==> src/rtl/uart_fifo_occ_pkg.sv <==
package uart_fifo_occ_pkg;

  // Decoded, stored fields of the FIFO-control byte
  typedef struct packed {
    logic       en;     // FIFO operation on
    logic       mode1;  // ready-pin mode 1
    logic       ext;    // extended depth
    logic [1:0] trig;   // receive trigger code
  } fifo_cfg_t;

  localparam fifo_cfg_t CFG_RESET = '{en: 1'b0, mode1: 1'b0, ext: 1'b0, trig: 2'b00};

endpackage

==> src/rtl/fifo_cfg_reg.sv <==
module fifo_cfg_reg
  import uart_fifo_occ_pkg::*;
(
  input  logic      clk,
  input  logic      rst_n,
  input  logic      wr,
  input  logic [7:0] wdata,
  output fifo_cfg_t cfg,
  output logic      rx_clr,
  output logic      tx_clr
);

  fifo_cfg_t cfg_q, cfg_d;
  logic      geom_change;
  logic      unused_rsvd;

  assign unused_rsvd = wdata[4];

  always_comb begin
    cfg_d       = cfg_q;
    geom_change = wr && ((wdata[0] != cfg_q.en) || (wdata[5] != cfg_q.ext));
    if (wr) begin
      cfg_d.en    = wdata[0];
      cfg_d.mode1 = wdata[3];
      cfg_d.ext   = wdata[5];
      cfg_d.trig  = wdata[7:6];
    end
    rx_clr = (wr && wdata[1]) || geom_change;
    tx_clr = (wr && wdata[2]) || geom_change;
  end

  always_ff @(posedge clk or negedge rst_n) begin
    if (!rst_n) cfg_q <= CFG_RESET;
    else if (wr) cfg_q <= cfg_d;
  end

  assign cfg = cfg_q;

  // a write lands in the stored fields on the next edge
  a_r2_cfg_store: assert property (@(posedge clk) disable iff (!rst_n)
    wr |=> (cfg.en == $past(wdata[0])) && (cfg.mode1 == $past(wdata[3])) &&
           (cfg.trig == $past(wdata[7:6])))
    else $error("R2 config not stored");

endmodule

==> src/rtl/fifo_occ_cnt.sv <==
module fifo_occ_cnt #(
  parameter int CW = 7
) (
  input  logic          clk,
  input  logic          rst_n,
  input  logic          clr,
  input  logic          push,
  input  logic          pop,
  input  logic [CW-1:0] cap,
  output logic [CW-1:0] count,
  output logic          full,
  output logic          drop
);

  logic [CW-1:0] cnt_q, cnt_d;
  logic          acc_push, acc_pop;

  always_comb begin
    acc_push = push && (cnt_q < cap);
    acc_pop  = pop && (cnt_q != '0);
    cnt_d    = cnt_q;
    if (clr)                        cnt_d = '0;
    else if (acc_push && !acc_pop)  cnt_d = cnt_q + 1'b1;
    else if (acc_pop && !acc_push)  cnt_d = cnt_q - 1'b1;
  end

  always_ff @(posedge clk or negedge rst_n) begin
    if (!rst_n) cnt_q <= '0;
    else        cnt_q <= cnt_d;
  end

  assign count = cnt_q;
  assign full  = (cnt_q >= cap);
  assign drop  = push && full && !clr;

  // occupancy never goes past the configured capacity
  a_r4_no_overflow: assert property (@(posedge clk) disable iff (!rst_n)
    count <= cap)
    else $error("R4 count above capacity");

  // a clear wins over any push or pop in the same cycle
  a_r11_clear_wins: assert property (@(posedge clk) disable iff (!rst_n)
    clr |=> (count == '0))
    else $error("R11 clear did not empty count");

endmodule

==> src/rtl/fifo_rdy_pins.sv <==
module fifo_rdy_pins
  import uart_fifo_occ_pkg::*;
#(
  parameter int CW = 7
) (
  input  logic          clk,
  input  logic          rst_n,
  input  fifo_cfg_t     cfg,
  input  logic [CW-1:0] rx_count,
  input  logic [CW-1:0] rx_level,
  input  logic          rx_timeout,
  input  logic [CW-1:0] tx_count,
  input  logic [CW-1:0] tx_cap,
  output logic          rx_rdy_n,
  output logic          tx_rdy_n
);

  logic latched_mode;
  logic rx_act_q, rx_act_d;
  logic tx_act_q, tx_act_d;

  assign latched_mode = cfg.en && cfg.mode1;

  always_comb begin
    if (latched_mode) begin
      if (rx_count == '0) rx_act_d = 1'b0;
      else                rx_act_d = rx_act_q || (rx_count >= rx_level) || rx_timeout;
      if (tx_count >= tx_cap)    tx_act_d = 1'b0;
      else if (tx_count == '0)   tx_act_d = 1'b1;
      else                       tx_act_d = tx_act_q;
    end else begin
      rx_act_d = (rx_count != '0);
      tx_act_d = (tx_count == '0);
    end
  end

  always_ff @(posedge clk or negedge rst_n) begin
    if (!rst_n) begin
      rx_act_q <= 1'b0;
      tx_act_q <= 1'b1;
    end else begin
      rx_act_q <= rx_act_d;
      tx_act_q <= tx_act_d;
    end
  end

  assign rx_rdy_n = !rx_act_q;
  assign tx_rdy_n = !tx_act_q;

  // mode 0 receive pin follows occupancy with one cycle of lag
  a_r6_rx_mode0: assert property (@(posedge clk) disable iff (!rst_n)
    !latched_mode |=> (rx_rdy_n == ($past(rx_count) == '0)))
    else $error("R6 rx pin mode 0");

  // once active in mode 1, the receive pin holds while data remains
  a_r7_rx_hold: assert property (@(posedge clk) disable iff (!rst_n)
    (latched_mode && !rx_rdy_n && (rx_count != '0)) |=> !rx_rdy_n)
    else $error("R7 rx pin released early");

  // mode 0 transmit pin active exactly when nothing is queued
  a_r8_tx_mode0: assert property (@(posedge clk) disable iff (!rst_n)
    !latched_mode |=> (tx_rdy_n == ($past(tx_count) != '0)))
    else $error("R8 tx pin mode 0");

  // a full queue releases the mode 1 transmit pin
  a_r9_tx_full: assert property (@(posedge clk) disable iff (!rst_n)
    (latched_mode && (tx_count >= tx_cap)) |=> tx_rdy_n)
    else $error("R9 tx pin not released at full");

endmodule

==> src/rtl/uart_fifo_occ.sv <==
module uart_fifo_occ
  import uart_fifo_occ_pkg::*;
#(
  parameter int  BASE_DEPTH = 16,
  parameter int  EXT_DEPTH  = 64,
  localparam int CW         = $clog2(EXT_DEPTH + 1)
) (
  input  logic          clk,
  input  logic          rst_n,
  input  logic          fcr_wr,
  input  logic [7:0]    fcr_wdata,
  input  logic          rx_push,
  input  logic          rx_pop,
  input  logic          rx_timeout,
  input  logic          tx_push,
  input  logic          tx_pop,
  input  logic          lsr_rd,
  output logic          fifo_en,
  output logic [CW-1:0] rx_count,
  output logic [CW-1:0] tx_count,
  output logic          rx_trig,
  output logic          rx_overrun,
  output logic          tx_full,
  output logic          rx_rdy_n,
  output logic          tx_rdy_n
);

  localparam int NQ = 2;  // index 0 receive, 1 transmit

  // Reset: asserted at once, released after two clock edges
  logic rst_meta, rst_sync_n;
  always_ff @(posedge clk or negedge rst_n) begin
    if (!rst_n) begin
      rst_meta   <= 1'b0;
      rst_sync_n <= 1'b0;
    end else begin
      rst_meta   <= 1'b1;
      rst_sync_n <= rst_meta;
    end
  end

  fifo_cfg_t cfg;
  logic      rx_clr, tx_clr;

  fifo_cfg_reg u_cfg (
    .clk    (clk),
    .rst_n  (rst_sync_n),
    .wr     (fcr_wr),
    .wdata  (fcr_wdata),
    .cfg    (cfg),
    .rx_clr (rx_clr),
    .tx_clr (tx_clr)
  );

  // Capacity and trigger level from the stored configuration
  logic [CW-1:0] cap, rx_level;
  always_comb begin
    if (!cfg.en)      cap = CW'(1);
    else if (cfg.ext) cap = CW'(EXT_DEPTH);
    else              cap = CW'(BASE_DEPTH);
    if (!cfg.en) rx_level = CW'(1);
    else begin
      unique case (cfg.trig)
        2'b00:   rx_level = CW'(1);
        2'b01:   rx_level = CW'(4);
        2'b10:   rx_level = CW'(8);
        default: rx_level = CW'(14);
      endcase
    end
  end

  logic [NQ-1:0] clr_v, push_v, pop_v, full_v, drop_v;
  logic [CW-1:0] cnt_v [NQ];

  assign clr_v  = {tx_clr, rx_clr};
  assign push_v = {tx_push, rx_push};
  assign pop_v  = {tx_pop, rx_pop};

  for (genvar g = 0; g < NQ; g++) begin : g_q
    fifo_occ_cnt #(.CW(CW)) u_cnt (
      .clk   (clk),
      .rst_n (rst_sync_n),
      .clr   (clr_v[g]),
      .push  (push_v[g]),
      .pop   (pop_v[g]),
      .cap   (cap),
      .count (cnt_v[g]),
      .full  (full_v[g]),
      .drop  (drop_v[g])
    );
  end

  logic unused_tx_drop;
  assign unused_tx_drop = drop_v[1];

  // Overrun flag: a drop sets it, a line-status read clears it
  logic ovr_q, ovr_d;
  always_comb begin
    ovr_d = ovr_q;
    if (drop_v[0])   ovr_d = 1'b1;
    else if (lsr_rd) ovr_d = 1'b0;
  end
  always_ff @(posedge clk or negedge rst_sync_n) begin
    if (!rst_sync_n) ovr_q <= 1'b0;
    else             ovr_q <= ovr_d;
  end

  fifo_rdy_pins #(.CW(CW)) u_pins (
    .clk        (clk),
    .rst_n      (rst_sync_n),
    .cfg        (cfg),
    .rx_count   (cnt_v[0]),
    .rx_level   (rx_level),
    .rx_timeout (rx_timeout),
    .tx_count   (cnt_v[1]),
    .tx_cap     (cap),
    .rx_rdy_n   (rx_rdy_n),
    .tx_rdy_n   (tx_rdy_n)
  );

  assign fifo_en    = cfg.en;
  assign rx_count   = cnt_v[0];
  assign tx_count   = cnt_v[1];
  assign rx_trig    = (cnt_v[0] >= rx_level);
  assign rx_overrun = ovr_q;
  assign tx_full    = full_v[1];

  // a rejected receive push raises overrun on the next edge
  a_r10_overrun_set: assert property (@(posedge clk) disable iff (!rst_sync_n)
    (rx_push && full_v[0] && !rx_clr) |=> rx_overrun)
    else $error("R10 overrun not raised");

  // the receive clear bit empties the receive count
  a_r3_rx_clear: assert property (@(posedge clk) disable iff (!rst_sync_n)
    (fcr_wr && fcr_wdata[1]) |=> (rx_count == '0))
    else $error("R3 receive clear ignored");

endmodule

==> config.mk <==
export PLATFORM = sky130hd
export DESIGN_NAME = uart_fifo_occ
export DESIGN_NICKNAME = d
export VERILOG_FILES = /design/src/rtl/uart_fifo_occ_pkg.sv /design/src/rtl/fifo_cfg_reg.sv /design/src/rtl/fifo_occ_cnt.sv /design/src/rtl/fifo_rdy_pins.sv /design/src/rtl/uart_fifo_occ.sv
export SDC_FILE = /design/constraint.sdc
export NUM_CORES = 1
export LEC_CHECK = 0
export BUFFER_PORTS_ARGS = -buffer_cell sky130_fd_sc_hd__buf_2
export CORE_ASPECT_RATIO = 1.1
export CORE_MARGIN = 1
export CORE_UTILIZATION = 60
export DETAILED_ROUTE_END_ITERATION = 6
export PLACE_DENSITY = 0.81
export SYNTH_ARGS = -nofsm -noshare
export SYNTH_HDL_FRONTEND = slang
export SYNTH_HIERARCHICAL = 1
export SYNTH_SLANG_ARGS = --single-unit
==> constraint.sdc <==
create_clock -name clk -period 3.43 [get_ports clk]
set_input_delay 0.8575 -clock clk [delete_from_list [all_inputs] [get_ports clk]]
set_output_delay 0.8575 -clock clk [all_outputs]
set_load 0.01 [all_outputs]
==> metrics.md <==
| Metric | Value |
|---|---|
| Clk buf depth | 2 |
| First-pass GRT wire length | 10.3 mm |
| Clk slew on worst S/H paths | 90 ps |
| Die span in y | 69.2 µm |
| Antenna Nets Post-Route | 0 |
| Dpl hpwl | 4.73 mm |
| Initial DRC Count | 141 |
| Post-Syn Area per Cell | 8.96 µm² |
| Commonest non-fill, non-tap cell in the layout | inv_1 |
| Core area | 3960 µm² |
| P&R area growth vs syn | 28.6% |
| Routed met2 length | 3.42 mm |
| Drt first pass iters | 4 |
| CTS sink count | 24 |
| Share of post-route cells with drive strength above 1 | 31.1% |
| Slowest-stage cell, CP | or4_4 |
| Inserted Diodes | 0 |
| Run status | complete, no violations |
| CP Class | reg2reg |
| Top layer reached by signal wires | met4 |
| Shortest period the worst path allows | 3350 ps |
| Met3 WL post-DR | 171 µm |
| Filler cell count | 282 |
| Leakage power | 1.59 nW |
| Crit path largest cell delay | 540 ps |
| Initial antenna violation count | 0 |
| Mapped cell area | 2460 µm² |
| Ports | 37 |
| Nets | 422 |
| Largest net degree at the start of global routing | 23 |
| Unrepaired setup endpoints after global routing | yes |
| Width of the die | 63.1 µm |
| Final period util | 97.6% |
| Root Buffer | clkbuf_8 |
| Final Hold Fails | 0 |
| Max VDD drop | 0.565 mV |
| Number of global-route vias before repair | 2404 |
| Drc violations | 0 |
| Wirelength per Cell | 15.5 µm |
| Hold_ws | 351 ps |
| Worst-path cell chain | or4_4, o41ai_4, and4_1, inv_2, fa_2, a211oi_2, o21bai_1, a21oi_2, nor4_2, or4_1 |
| PortBufs | 35 |
| Routed vias | 2362 |
| Worst-path fanout max | 6 |
| Final setup fails | 0 |
| CTS H-tree depth | 1 |
| PnR worst setup slack | 82.1 ps |
| Final Max Tran Viols | 0 |
| Most frequent cells in the layout | 40 x inv_1, 39 x ha_1, 36 x buf_4 |
| CP required | 3580 ps |
| Gr ovfl total | 0 |
| Slew @ Worst Pin | 948 ps |
| Warning count from the yosys run | 6 |
| Metal1 wirelength | 2.68 mm |
| Number of max-cap violations | 0 |
| TritonCTS clock tree | yes |
| Worst hold path class | in2async |
| PwrDens | 797 nW/µm² |
| # rows | 24 |
| Dpl ws | -53.9 ps |
| CP endpoint kind | flop |
| CP arrival | 3490 ps |
| Die area | 4370 µm² |
| Total CTS buffers | 3 |
| Initial Util | 62.2% |
| Final WL | 6.39 mm |
| Type of origin of the critical path | flop |
| Max Freq | 299 MHz |
| Clock latency on the worst-skew pair | 270 ps |
| GRT Total Usage | 29.2% |
| Cells after Synth | 275 |
| Vias per cell | 5.73 |
| Max_slew headroom | 36.8% |
| Final Wtd Congestion | 0.971 |
| Clock Skew | 2.79 ps |
-- through the flow --
step	std cells	util, %	setup TNS, ps	total power [mW]	instance area (µm²)
after floorplan	289	-	0	1.60	2550
after global placement	397	74.3	0	2.05	2950
after detailed placement	397	74.3	-53.9	2.12	2950
after CTS	402	76.5	0	2.39	3030
after global routing	412	80.0	-101	2.75	3170
final	412	80.0	0	2.53	3170
-- where the power goes --
group / internal (mW) / switching (mW)
clock network: 0.156 / 0.0971
registers: 0.366 / 0.105
logic: 0.863 / 0.939
-- routing by layer --
metal | vias up | GRT usage (%)
li1 | 1164 | -
met1 | 1121 | 32.6
met2 | 66 | 56.0
met3 | 11 | 2.80
met4 | 0 | 10.3
met5 | - | 0
-- flip-flops by register name, indices dropped and copies added, names as in the netlist --
| register | cells |
|---|---|
| g_q.u_cnt/count | 14 |
| rst_meta | 1 |
| rst_sync_n | 1 |
| rx_overrun | 1 |
| u_cfg/cfg | 5 |
| u_pins/rx_act_q | 1 |
| u_pins/tx_act_q | 1 |
-- final cells by class --
class / count / area, µm² / share of cell area [%]
Multi-Input combinational cell: 216 / 1800 / 56.9
Clock buffer: 3 / 41.3 / 1.30
Sequential cell: 24 / 606 / 19.1
Inverter: 44 / 168 / 5.29
Timing Repair Buffer: 72 / 457 / 14.4
Clock inverter: 1 / 30.0 / 0.947
Tap cell: 52 / 65.1 / 2.05
-- critical path: cells and delay by family (launching register included) --
family                   cells  cell delay, ps
AO/OA/AOI/OAI                4             910
adder cells (fa/ha/maj)      1             400
buffers and inverters        1              80
flip-flops                   1             450
AND/OR/NAND/NOR              4            1370
-- path summary, 6_finish.rpt --
path	to	depth (start not counted)	slack [ps]	startpoint
worst max register to register	g_q[0].u_cnt/count[6]	10	80	g_q[0].u_cnt/count[4]
worst min-delay path	rst_meta	1	350	rst_n
worst max-delay path	g_q[0].u_cnt/count[6]	10	80	g_q[0].u_cnt/count[4]
worst min register to register	rst_sync_n	0	360	rst_meta
min in group clk	rst_sync_n	0	360	rst_meta
max in group asynchronous	g_q[0].u_cnt/count[4]	0	2390	rst_sync_n
-- what timing repair did --
action,in CTS,in global routing
buffers inserted,1,10
resized for setup,2,12
pin swaps,2,17
cloned,0,0
setup endpoints to repair,1,2
hold buffers,0,0
No activity file was read; power rests on OpenSTA's default activity.
